<file path="config.mk">
export PLATFORM = sky130hd
export DESIGN_NAME = rtx_annotator
export DESIGN_NICKNAME = d
export VERILOG_FILES = /design/src/rtl/rtx_pkg.sv /design/src/rtl/rtx_trap_enc.sv /design/src/rtl/rtx_pend_slot.sv /design/src/rtl/rtx_order_ctr.sv /design/src/rtl/rtx_annotator.sv
export SDC_FILE = /design/constraint.sdc
export NUM_CORES = 1
export LEC_CHECK = 0
export ABC_AREA = 1
export ABC_CLOCK_PERIOD_IN_PS = 1480
export BUFFER_PORTS_ARGS = -buffer_cell sky130_fd_sc_hd__buf_2
export CORE_ASPECT_RATIO = 0.8
export CORE_MARGIN = 2
export CORE_UTILIZATION = 40
export CTS_CLUSTER_DIAMETER = 80
export CTS_CLUSTER_SIZE = 24
export DETAILED_ROUTE_END_ITERATION = 10
export SYNTH_ARGS = -nofsm -noshare
export SYNTH_HDL_FRONTEND = slang
export SYNTH_SLANG_ARGS = --single-unit
</file>
<file path="constraint.sdc">
create_clock -name clk -period 1.48 [get_ports clk]
set_clock_uncertainty 0.05 [all_clocks]
set_input_delay 0.074 -clock clk [delete_from_list [all_inputs] [get_ports clk]]
set_output_delay 0.074 -clock clk [all_outputs]
set_load 0.01 [all_outputs]
</file>
<file path="src/rtl/rtx_pkg.sv">
// Package: shared record layouts and cause codes for the retirement annotator.
// Assumes records are consumed as flat vectors with bit 0 as the flag bit.
package rtx_pkg;

    localparam int EXC_W    = 6;
    localparam int CTYPE_W  = 2;
    localparam int DCAUSE_W = 3;
    localparam int ICAUSE_W = 11;

    typedef enum logic [DCAUSE_W-1:0] {
        DBG_NONE    = 3'd0,
        DBG_EBREAK  = 3'd1,
        DBG_TRIGGER = 3'd2,
        DBG_EXTREQ  = 3'd3,
        DBG_STEP    = 3'd4
    } dbg_cause_e;

    typedef struct packed {
        logic                vecptr;
        logic [CTYPE_W-1:0]  ctype;
        logic [DCAUSE_W-1:0] dcause;
        logic [EXC_W-1:0]    ecode;
        logic                debug;
        logic                exception;
        logic                trap;
    } trap_rec_t;

    typedef struct packed {
        logic [ICAUSE_W-1:0] cause;
        logic                interrupt;
        logic                exception;
        logic                intr;
    } entry_rec_t;

    localparam int TRAP_W  = $bits(trap_rec_t);
    localparam int ENTRY_W = $bits(entry_rec_t);
    // Pending handler-entry payload: cause plus the two kind bits.
    localparam int ESLOT_W = ICAUSE_W + 2;

endpackage

</file>
<file path="src/rtl/rtx_trap_enc.sv">
// Trap encoder: builds the trap record of the retiring instruction.
// Assumes the debug-trap cause input is valid only when rt_dbg_trap is set.
// A synchronous debug trap takes precedence over a same-retire exception.
module rtx_trap_enc
    import rtx_pkg::*;
(
    input  logic                rt_exc,
    input  logic [EXC_W-1:0]    rt_exc_code,
    input  logic [CTYPE_W-1:0]  rt_exc_ctype,
    input  logic                rt_vecptr,
    input  logic                rt_dbg_trap,
    input  logic [DCAUSE_W-1:0] rt_dbg_cause,
    input  logic                rt_step,
    output trap_rec_t           rec,
    output logic                exc_eff,
    output logic [DCAUSE_W-1:0] dbg_eff
);

    // Decide which synchronous effects survive the precedence rules.
    always_comb begin
        exc_eff = rt_exc & ~rt_dbg_trap;
        if (rt_dbg_trap)
            dbg_eff = rt_dbg_cause;
        else if (rt_step)
            dbg_eff = DBG_STEP;
        else
            dbg_eff = DBG_NONE;
    end

    // Pack the record, zeroing fields that do not apply.
    always_comb begin
        rec           = '0;
        rec.exception = exc_eff;
        rec.debug     = rt_dbg_trap | rt_step;
        rec.trap      = exc_eff | rt_dbg_trap | rt_step;
        rec.dcause    = dbg_eff;
        if (exc_eff) begin
            rec.ecode  = rt_exc_code;
            rec.ctype  = rt_exc_ctype;
            rec.vecptr = rt_vecptr;
        end
    end

endmodule

</file>
<file path="src/rtl/rtx_pend_slot.sv">
// Pending slot: holds one entry cause until the next retire reports it.
// Assumes sync_set is only raised together with clr (same retire).
// Priority: synchronous fill, then asynchronous fill into an empty slot
// (empty meaning unoccupied or being cleared this cycle), then clear.
module rtx_pend_slot #(
    parameter int W = 8
) (
    input  logic         clk,
    input  logic         rst_n,
    input  logic         clr,
    input  logic         sync_set,
    input  logic [W-1:0] sync_val,
    input  logic         async_set,
    input  logic [W-1:0] async_val,
    output logic         pend,
    output logic [W-1:0] val
);

    logic slot_free;

    // The slot accepts an asynchronous cause only when nothing stays in it.
    always_comb slot_free = clr | ~pend;

    // Update the occupancy flag and payload.
    always_ff @(posedge clk) begin
        if (!rst_n) begin
            pend <= 1'b0;
            val  <= '0;
        end else if (sync_set) begin
            pend <= 1'b1;
            val  <= sync_val;
        end else if (async_set && slot_free) begin
            pend <= 1'b1;
            val  <= async_val;
        end else if (clr) begin
            pend <= 1'b0;
        end
    end

endmodule

</file>
<file path="src/rtl/rtx_order_ctr.sv">
// Order counter: sequence number handed to each report, starting at zero.
// Assumes one increment per retire strobe; wraps at 2**W.
module rtx_order_ctr #(
    parameter int W = 64
) (
    input  logic         clk,
    input  logic         rst_n,
    input  logic         inc,
    output logic [W-1:0] cnt
);

    // Advance once per report.
    always_ff @(posedge clk) begin
        if (!rst_n)
            cnt <= '0;
        else if (inc)
            cnt <= cnt + 1'b1;
    end

endmodule

</file>
<file path="src/rtl/rtx_annotator.sv">
// Retirement trap and debug annotator top level.
// Registers one report per retire strobe. The faulting instruction carries its
// trap record; entry causes are parked in two pending slots and attached to
// the next retire. Assumes at most one retire per cycle. Outputs other than
// o_vld hold their last value when o_vld is low.
module rtx_annotator
    import rtx_pkg::*;
#(
    parameter int ORDER_W = 64
) (
    input  logic                clk,
    input  logic                rst_n,
    input  logic                rt_vld,
    input  logic                rt_in_dbg,
    input  logic                rt_exc,
    input  logic [EXC_W-1:0]    rt_exc_code,
    input  logic [CTYPE_W-1:0]  rt_exc_ctype,
    input  logic                rt_vecptr,
    input  logic                rt_dbg_trap,
    input  logic [DCAUSE_W-1:0] rt_dbg_cause,
    input  logic                rt_step,
    input  logic                as_irq,
    input  logic [ICAUSE_W-1:0] as_irq_cause,
    input  logic                as_dbg_req,
    output logic                o_vld,
    output logic [ORDER_W-1:0]  o_order,
    output logic [TRAP_W-1:0]   o_trap,
    output logic [ENTRY_W-1:0]  o_entry,
    output logic [DCAUSE_W-1:0] o_dbg_cause,
    output logic                o_dbg_mode
);

    trap_rec_t           trap_now;
    logic                exc_eff;
    logic [DCAUSE_W-1:0] dbg_eff;
    logic                e_pend, d_pend;
    logic [ESLOT_W-1:0]  e_val, e_sync_val, e_async_val;
    logic [DCAUSE_W-1:0] d_val;
    logic [ORDER_W-1:0]  seq;
    entry_rec_t          entry_now;

    rtx_trap_enc u_enc (
        .rt_exc      (rt_exc),
        .rt_exc_code (rt_exc_code),
        .rt_exc_ctype(rt_exc_ctype),
        .rt_vecptr   (rt_vecptr),
        .rt_dbg_trap (rt_dbg_trap),
        .rt_dbg_cause(rt_dbg_cause),
        .rt_step     (rt_step),
        .rec         (trap_now),
        .exc_eff     (exc_eff),
        .dbg_eff     (dbg_eff)
    );

    // Form handler-entry payloads: {cause, interrupt, exception}.
    always_comb begin
        e_sync_val  = {{(ICAUSE_W-EXC_W){1'b0}}, rt_exc_code, 1'b0, 1'b1};
        e_async_val = {as_irq_cause, 1'b1, 1'b0};
    end

    rtx_pend_slot #(.W(ESLOT_W)) u_entry_slot (
        .clk      (clk),
        .rst_n    (rst_n),
        .clr      (rt_vld),
        .sync_set (rt_vld & exc_eff),
        .sync_val (e_sync_val),
        .async_set(as_irq),
        .async_val(e_async_val),
        .pend     (e_pend),
        .val      (e_val)
    );

    rtx_pend_slot #(.W(DCAUSE_W)) u_dbg_slot (
        .clk      (clk),
        .rst_n    (rst_n),
        .clr      (rt_vld),
        .sync_set (rt_vld & (dbg_eff != DBG_NONE)),
        .sync_val (dbg_eff),
        .async_set(as_dbg_req),
        .async_val(DBG_EXTREQ),
        .pend     (d_pend),
        .val      (d_val)
    );

    rtx_order_ctr #(.W(ORDER_W)) u_ctr (
        .clk  (clk),
        .rst_n(rst_n),
        .inc  (rt_vld),
        .cnt  (seq)
    );

    // Expand the pending handler-entry payload into the reported record.
    always_comb begin
        entry_now = '0;
        if (e_pend) begin
            entry_now.intr      = 1'b1;
            entry_now.exception = e_val[0];
            entry_now.interrupt = e_val[1];
            entry_now.cause     = e_val[ESLOT_W-1:2];
        end
    end

    // Report valid pulse, one cycle after each retire.
    always_ff @(posedge clk) begin
        if (!rst_n)
            o_vld <= 1'b0;
        else
            o_vld <= rt_vld;
    end

    // Capture report payload on each retire.
    always_ff @(posedge clk) begin
        if (!rst_n) begin
            o_order     <= '0;
            o_trap      <= '0;
            o_entry     <= '0;
            o_dbg_cause <= '0;
            o_dbg_mode  <= 1'b0;
        end else if (rt_vld) begin
            o_order     <= seq;
            o_trap      <= trap_now;
            o_entry     <= entry_now;
            o_dbg_cause <= d_pend ? d_val : DBG_NONE;
            o_dbg_mode  <= rt_in_dbg;
        end
    end

endmodule

</file>
; ---- Yosys cells after proc, flatten, opt, wreduce, memory -nomap -nowiden
; Index checks and enable logic that the tools add are counted.
[word_totals]
ram_bits = 0
wordCells = 48
inputBits = 32
memories = 0
latch_bits = 0
out_inout_bits = 98
regBits = 180
romBits = 0
[op_classes]
n_addsub = 1
muxes = 15
n_lt_le_gt_ge = 0
n_eq_ne = 0
n_shift = 0
div_mod_pow = 0
multipliers = 0
bitwise = 12
reduce_logical = 8
[op_table]
columns = cell, n
row1 = adder 64 x 1 -> 64 bit (second input constant), 1
row2 = 2-to-1 mux 3 bit, 6
row3 = 2-to-1 mux 8 bit, 2
row4 = 2-to-1 mux 14 bit, 1
row5 = nonzero test 3 bit, 3
row6 = 2-to-1 mux 6 bit, 1
row7 = 2-to-1 mux 1 bit, 5
row8 = bitwise OR 1 bit, 5
row9 = inverter 1 bit, 4
row10 = nonzero test 2 bit, 2
row11 = AND 1 bit, 3
row12 = logical AND 1 bit, 2
row13 = OR reduction 2 bit, 1

; ---- Depth between registers and ports, before layout
; Gate-level depths: netlist of the first run.
[depth]
ltp_word = 5
depth_mapped = 10

; ---- Cells and area by module
; A second synthesis of the first run with hierarchy kept.
[unflattened]
cells_unflattened = 1255
hier_area_um2 = 8430.6
[modules_own_cells]
columns = module, cells_per_inst, area_each_um2, instances
row1 = rtx_order_ctr, 619, 3839.9, 1
row2 = rtx_annotator, 432, 3430.8, 1
row3 = rtx_pend_slot at u_entry_slot, 133, 794.5, 1
row4 = rtx_pend_slot at u_dbg_slot, 35, 207.7, 1
row5 = rtx_trap_enc, 36, 157.7, 1

; ---- Least setup slack after synthesis of the first run
; No wires, ideal clock.
[synth_path]
kind = register -> register
startpoint = reg u_ctr.cnt[0]
endpoint = reg u_ctr.cnt[60]
setup_time_ns = 0.110
setup_slack_ns = -0.047
path_stages_with_launch = 11
n_path_buf = 0
arrival_ns = 1.367
t_required_ns = 1.320
cell_sequence = dfxtp_1 > ha_1 > inv_1 > nor2_4 > nand2_1 > nor2_1 > nand2_1 > nor2_1 > nand3_1 > nand2_1 > nor2_1
[synth_between]
elab_chain_cells = 1
[synth_lines]
columns = element, line
row1 = from (decl), rtx_order_ctr.sv:9  ; output logic [W-1:0] cnt
row2 = from (signal assigned), rtx_order_ctr.sv:17  ; cnt <= cnt + 1'b1;
row3 = adder 64 x 1 -> 64 bit, rtx_order_ctr.sv:17
; No other way between the ends.
; A chain may end at the register's enable or synchronous reset.

; ---- Worst setup path in the final report of the first run
[layout_path]
startpoint = reg u_ctr.cnt[1]
endpoint = reg u_ctr.cnt[24]
; The elaborated chain is that of the path after synthesis.

==> flow_summary.ini, run 1 <==
[grt]
grt_max_degree = 112
grt_usage_pct = 24.3
grt_pass1_vias = 7742
overflow = 0
antenna_found_initial = 0
grt_pass1_wl_mm = 40.2

[floorplanning]
initial_utilization_pct = 41.1
die_area_mm2 = 0.0208
die_height_um = 129
core_mm2 = 0.0191
die_w_um = 161
core.rowCount = 45
io_pins = 130

[clocking]
cts_root_buf = clkbuf_16
numClockSinks = 180
insertion_delay_ns = 0.44
clk_pin_slew_ns = 0.07
clockBufferDepth = 2
cts_tree = yes
h-tree-depth = 4
cts_buffers = 17

[synth]
synth_area_mm2 = 0.00786
ys_ff_latch = 180
syn_area_per_cell_um2 = 6.86
synth_nets = 1178
ys_types = 31
synthCells = 1145
yosysSeqAreaShare_pct = 45.8
synth_warnings = 0

[route]
ant_nets = 0
avgViaCountPerCell = 4.92
vias = 8516
drtIter0Drc = 484
routed_wl_mm = 26.5
routedWlPerCell_um = 15.3
dr.pass1.iters = 5
remaining_drc_errors = 0

[setup_path]
worstPathMaxFanout = 4
setup.worst_path.end_class = register
criticalPathCategory = register to register
crit_arrival_ns = 1.92
crit_required_ns = 1.76
start_kind = register

[placed_design]
dp.cells = 1632
gp_congestion = 0.910
dp.final_hpwl_mm = 17.5
place_area_mm2 = 0.00976
io_buffers = 129

[sta]
setup_viol = 38
fin_crit_sh_pct = 111
rsz0062_at_grt = yes
hold_viol_final = 0
fmax_mhz = 609
holdWs_ns = 0.0441
finalCriticalPeriod_ns = 1.64
slew_violations = 0
tightest_slew_ns = 0.471
setup_slack_ns = -0.163
relSlewSlack_pct = 68.6

[final_layout]
fin_cells = 1730
fillers = 1664
drive_above_1_share_pct = 40.1
multi_input_area_mm2 = 0.00459
seq_area_mm2 = 0.00373
fin_area_mm2 = 0.0120
num_antenna_cells = 0
num-nets-final = 1492
syn2layout_area_growth_pct = 53.0

[min_path]
hold_path.class = primary input to register

[power_and_ir_drop]
p_per_area_mw_per_mm2 = 871
p_leak_nw = 5.10
p_sw_w = 0.00274
p_clk_share_pct = 44.3
ir_drop_mv = 0.779
combPwrFrac_pct = 7.7
p_seq_share_pct = 48.0
p_int_w = 0.00773
netSwitchingFraction_pct = 26.2

[run_status]
status = finished, violations left
failed_checks = negative setup slack

[job]
drv_cap = 0
layout by cell type (no fill, tap or decap), types with 20 or more instances in the layout:
cell type	synthesis	final
nand2_1	261	198
buf_4	2	155
nor2_1	220	148
dfxtp_1	180	130
buf_2	14	127
a21oi_1	104	102
inv_1	99	92
o21ai_0	85	78
nor2_4	6	53
nand2_2	7	48
nand3_1	68	47
nor2_2	13	38
dlygate4sd3_1	0	32
dfxtp_4	0	25
dfxtp_2	0	25
nand2_4	0	22
buf_6	1	20
Yosys cell counts:
cell | n | share of area, %
nor2b_1 | 1 | 0.080
nand2_2 | 7 | 0.56
clkbuf_1 | 22 | 1.1
buf_2 | 14 | 0.89
xor2_1 | 6 | 0.67
nand4_2 | 1 | 0.16
buf_6 | 1 | 0.14
nand3b_1 | 5 | 0.48
nor2_2 | 13 | 1.0
nor3_1 | 14 | 0.89
ha_1 | 1 | 0.16
nand4_1 | 8 | 0.64
and2_1 | 3 | 0.24
a21oi_1 | 104 | 6.6
nand3_2 | 1 | 0.13
nor3b_1 | 4 | 0.38
nand2_1 | 261 | 12
nor2_4 | 6 | 0.86
buf_4 | 2 | 0.19
inv_1 | 99 | 4.7
nor3_2 | 1 | 0.13
buf_1 | 3 | 0.14
inv_2 | 1 | 0.048
o21ai_0 | 85 | 5.4
o211ai_1 | 1 | 0.096
nor2_1 | 220 | 11
a211oi_1 | 4 | 0.38
nand3_1 | 68 | 4.3
o21bai_1 | 2 | 0.19
a31oi_1 | 7 | 0.56
dfxtp_1 | 180 | 46
path summary, 6_finish.rpt:
path / start / to / slack (ns) / depth (start not counted)
max: u_ctr.cnt[1] / u_ctr.cnt[24] / -0.16 / 9
min reg2reg: o_trap[3] / o_trap[3] / 0.41 / 2
min: rst_n / u_ctr.cnt[52] / 0.04 / 3
max reg2reg: u_ctr.cnt[1] / u_ctr.cnt[24] / -0.16 / 9
state kept, by name, summed over array words and instances (netlist names):
name               flops
o_entry               14
o_dbg_cause            3
u_dbg_slot.val         3
u_entry_slot.val      13
o_trap                15
u_entry_slot.pend      1
o_dbg_mode             1
o_order               64
u_dbg_slot.pend        1
u_ctr.cnt             64
o_vld                  1
logic make-up after synthesis:
group           Yosys count  synth area share [%]
simple gates            613                  32.9
compound gates          203                  13.3
flops                   180                  45.8
buf+inv                 142                  7.20
xor+xnor                  6                 0.669
fa+ha+maj                 1                 0.159
cell type report:
type / count / area share (%)
clock buffers: 18 / 3.65
clock inverters: 14 / 1.34
inverters: 100 / 3.14
multi-input cells: 823 / 38.2
flip-flops and latches: 180 / 31.0
well taps: 258 / 2.68
repair buffers: 337 / 20.0
repair_timing:
item                                    CTS  global route
cloned                                    0             0
gates resized for setup                 158           189
endpoints found under the setup margin   47            56
hold buffers                             31             1
endpoints found under the hold margin    30             1
setup buffers                            23            17
pin swaps                                37            64
worst max-delay path, cell delays in order (launching register included):
cell	delay, ns
dfxtp_4	0.39
ha_4	0.17
inv_4	0.04
nor2_4	0.16
buf_4	0.17
nand4_4	0.15
nor2_4	0.15
nand2_2	0.08
o21ai_1	0.14
nor2_1	0.05
routing by layer:
layer	wire, um	track usage [%]	part of all wire (%)
met1	12300	33.8	46
met2	12700	39.6	48
met3	1010	4.16	3.8
met4	489	6.04	1.8
met5	0	0	0
power groups by stage:
| stage | clock (W) | combinational, W | sequential [W] |
|---|---|---|---|
| after floorplan | 0 | 0.000360 | 0.00522 |
| after global placement | 0 | 0.000712 | 0.00517 |
| after detailed placement | 0 | 0.000717 | 0.00517 |
| after CTS | 0.00469 | 0.000799 | 0.00506 |
| after global routing | 0.00492 | 0.000897 | 0.00504 |
| final | 0.00464 | 0.000810 | 0.00502 |
through the flow:
stage	worst slack, ns	total power [W]	setup TNS (ns)	util (%)
after floorplan	0.0237	0.00558	0	-
after global placement	-0.219	0.00588	-4.60	51.0
after detailed placement	-0.236	0.00589	-5.65	51.0
after CTS	-0.0717	0.0105	-0.785	59.1
after global routing	-0.242	0.0109	-6.97	62.8
final	-0.163	0.0105	-2.48	62.8
Note: power is estimated with default switching activity, not from simulation.
==> run 2: changes to the inputs <==
--- a/config.mk
+++ b/config.mk
@@ -10,10 +10,12 @@
 export BUFFER_PORTS_ARGS = -buffer_cell sky130_fd_sc_hd__buf_2
 export CORE_ASPECT_RATIO = 0.8
 export CORE_MARGIN = 2
-export CORE_UTILIZATION = 40
+export CORE_UTILIZATION = 51
 export CTS_CLUSTER_DIAMETER = 80
 export CTS_CLUSTER_SIZE = 24
 export DETAILED_ROUTE_END_ITERATION = 10
+export PLACE_DENSITY = 0.76
+export SKIP_CTS_REPAIR_TIMING = 1
 export SYNTH_ARGS = -nofsm -noshare
 export SYNTH_HDL_FRONTEND = slang
 export SYNTH_SLANG_ARGS = --single-unit
==> run 2 against run 1 <==
Against the previous run:
- the run ends with negative hold slack, negative setup slack left
- setup slack lost 0.0054 ns
- non-clock buffer count shrank 29
- sequential cell count is the same
- critical endpoint is now u_ctr.cnt[44]
- largest cell class unchanged
==> flow_summary.ini, run 2 (synthesis results as in run 1) <==
[grt]
grt_usage_pct = 28.5
antenna_found_initial = 0
overflow = 0
grt_max_degree = 109
grt_pass1_wl_mm = 37.0
grt_pass1_vias = 7510

[sta]
setup_slack_ns = -0.168
setup_tns_ns = -2.88
fin_crit_sh_pct = 111
slew_violations = 0
tightest_slew_ns = 0.432
holdWs_ns = -0.0108
relSlewSlack_pct = 71.2
fmax_mhz = 607
setup_viol = 47
hold_viol_final = 2
finalCriticalPeriod_ns = 1.65
rsz0062_at_grt = yes

[floorplanning]
die_height_um = 115
core.rowCount = 40
die_w_um = 143
core_mm2 = 0.0151
io_pins = 130
die_area_mm2 = 0.0164
initial_utilization_pct = 52.2

[clocking]
cts_root_buf = clkbuf_16
insertion_delay_ns = 0.45
clockBufferDepth = 2
h-tree-depth = 4
cts_tree = yes
cts_buffers = 17
numClockSinks = 180
clk_pin_slew_ns = 0.07

[route]
remaining_drc_errors = 0
dr.pass1.iters = 5
vias = 8737
avgViaCountPerCell = 5.29
ant_nets = 0
routed_wl_mm = 25.3
routedWlPerCell_um = 15.3
drtIter0Drc = 799

[setup_path]
start_kind = register
crit_required_ns = 1.77
criticalPathCategory = register to register
reg2reg_slack_ns = -0.17
crit_arrival_ns = 1.93
setup.worst_path.end_class = register
startpoint = u_ctr.cnt[0]
worstPathMaxFanout = 5
cp-endpoint = u_ctr.cnt[44]
r2r-start = u_ctr.cnt[0]
r2r_end = u_ctr.cnt[44]
r2r_cells = 9

[placed_design]
dp.final_hpwl_mm = 16.6
io_buffers = 129
dp.cells = 1579
gp_congestion = 0.953
place_area_mm2 = 0.00966

[power_and_ir_drop]
combPwrFrac_pct = 7.6
p_sw_w = 0.00275
ir_drop_mv = 0.824
p_leak_nw = 4.67
netSwitchingFraction_pct = 26.2
p_clk_share_pct = 44.1
p_seq_share_pct = 48.3
p_per_area_mw_per_mm2 = 933
p_int_w = 0.00772

[final_layout]
final_cell_mix = 230 x nand2_1, 162 x nor2_1, 141 x buf_4
syn2layout_area_growth_pct = 42.7
fin_area_mm2 = 0.0112
reg.largest.list = o_order: 64 flops, u_ctr.cnt: 64 flops, o_trap: 15 flops
num-nets-final = 1463
final_common_cell = nand2_1
fin_cells = 1653
drive_above_1_share_pct = 34.4
num_antenna_cells = 0

[run_status]
status = finished, violations left
failed_checks = negative hold slack, negative setup slack

[job]
drv_cap = 0

[min_path]
hold_path.class = primary input to register
worst_hold_startpoint = rt_vld
[run 2: cell types whose count changed in the layout (fill, tap and decap cells not counted), sizes merged]
cell         change
clkbuf           -1
buf             -26
dlygate4sd3      -3
clkinvlp         -2
inv              +1
clkinv           +2
[run 2: through the flow]
| stage | util [%] | setup slack, ns | total power, W | hold WS, ns |
|---|---|---|---|---|
| after floorplan | - | 0.0237 | 0.00558 | 0.159 |
| after global placement | 64.1 | -0.177 | 0.00586 | 0.253 |
| after detailed placement | 64.1 | -0.226 | 0.00588 | 0.270 |
| after CTS | 68.2 | -0.344 | 0.0104 | -0.190 |
| after global routing | 74.5 | -0.217 | 0.0108 | -0.00169 |
| final | 74.5 | -0.168 | 0.0105 | -0.0108 |
[run 2: final cells by class]
type / count / area [um^2]
clock buffers: 17 / 425
clock inverters: 15 / 183
fillers: 1097 / 3840
inverters: 100 / 378
multi-input cells: 823 / 4160
flip-flops and latches: 180 / 3680
well taps: 210 / 263
repair buffers: 308 / 2140
[run 2: worst min-delay path by stage]
stage,cells after the start,slack (ns),to
after CTS,3,-0.19,o_dbg_mode
after detailed placement,3,0.27,o_dbg_mode
after global routing,4,-0.002,u_dbg_slot.val[2]
final,3,-0.01,o_order[32]
after floorplan,2,0.16,o_dbg_mode
after global placement,3,0.25,o_dbg_mode
[run 2: per-layer routing]
| layer | vias up | track usage (%) | part of all wire (%) |
|---|---|---|---|
| met3 | 76 | 5.25 | 6.7 |
| met1 | 4014 | 38.9 | 43 |
| met2 | 384 | 45.1 | 47 |
| met5 | - | 0 | 0 |
| li1 | 4263 | - | - |
| met4 | 0 | 10.9 | 2.9 |
[run 2: power by group through the flow]
stage / clock, W / combinational (W) / sequential (W)
floorplan: 0 / 0.000360 / 0.00522
global route: 0.00488 / 0.000877 / 0.00507
CTS: 0.00466 / 0.000715 / 0.00506
finish: 0.00462 / 0.000796 / 0.00505
global placement: 0 / 0.000692 / 0.00517
detailed placement: 0 / 0.000707 / 0.00517
[run 2: critical path, stage by stage (launching register included)]
cell and delay (ns):
dfxtp_4 0.38, ha_4 0.16, inv_4 0.04, nor2_4 0.23, nand3_4 0.13, nor2_4 0.19, buf_6 0.13, nand4_1 0.09
nand2_1 0.09, nor2_1 0.05
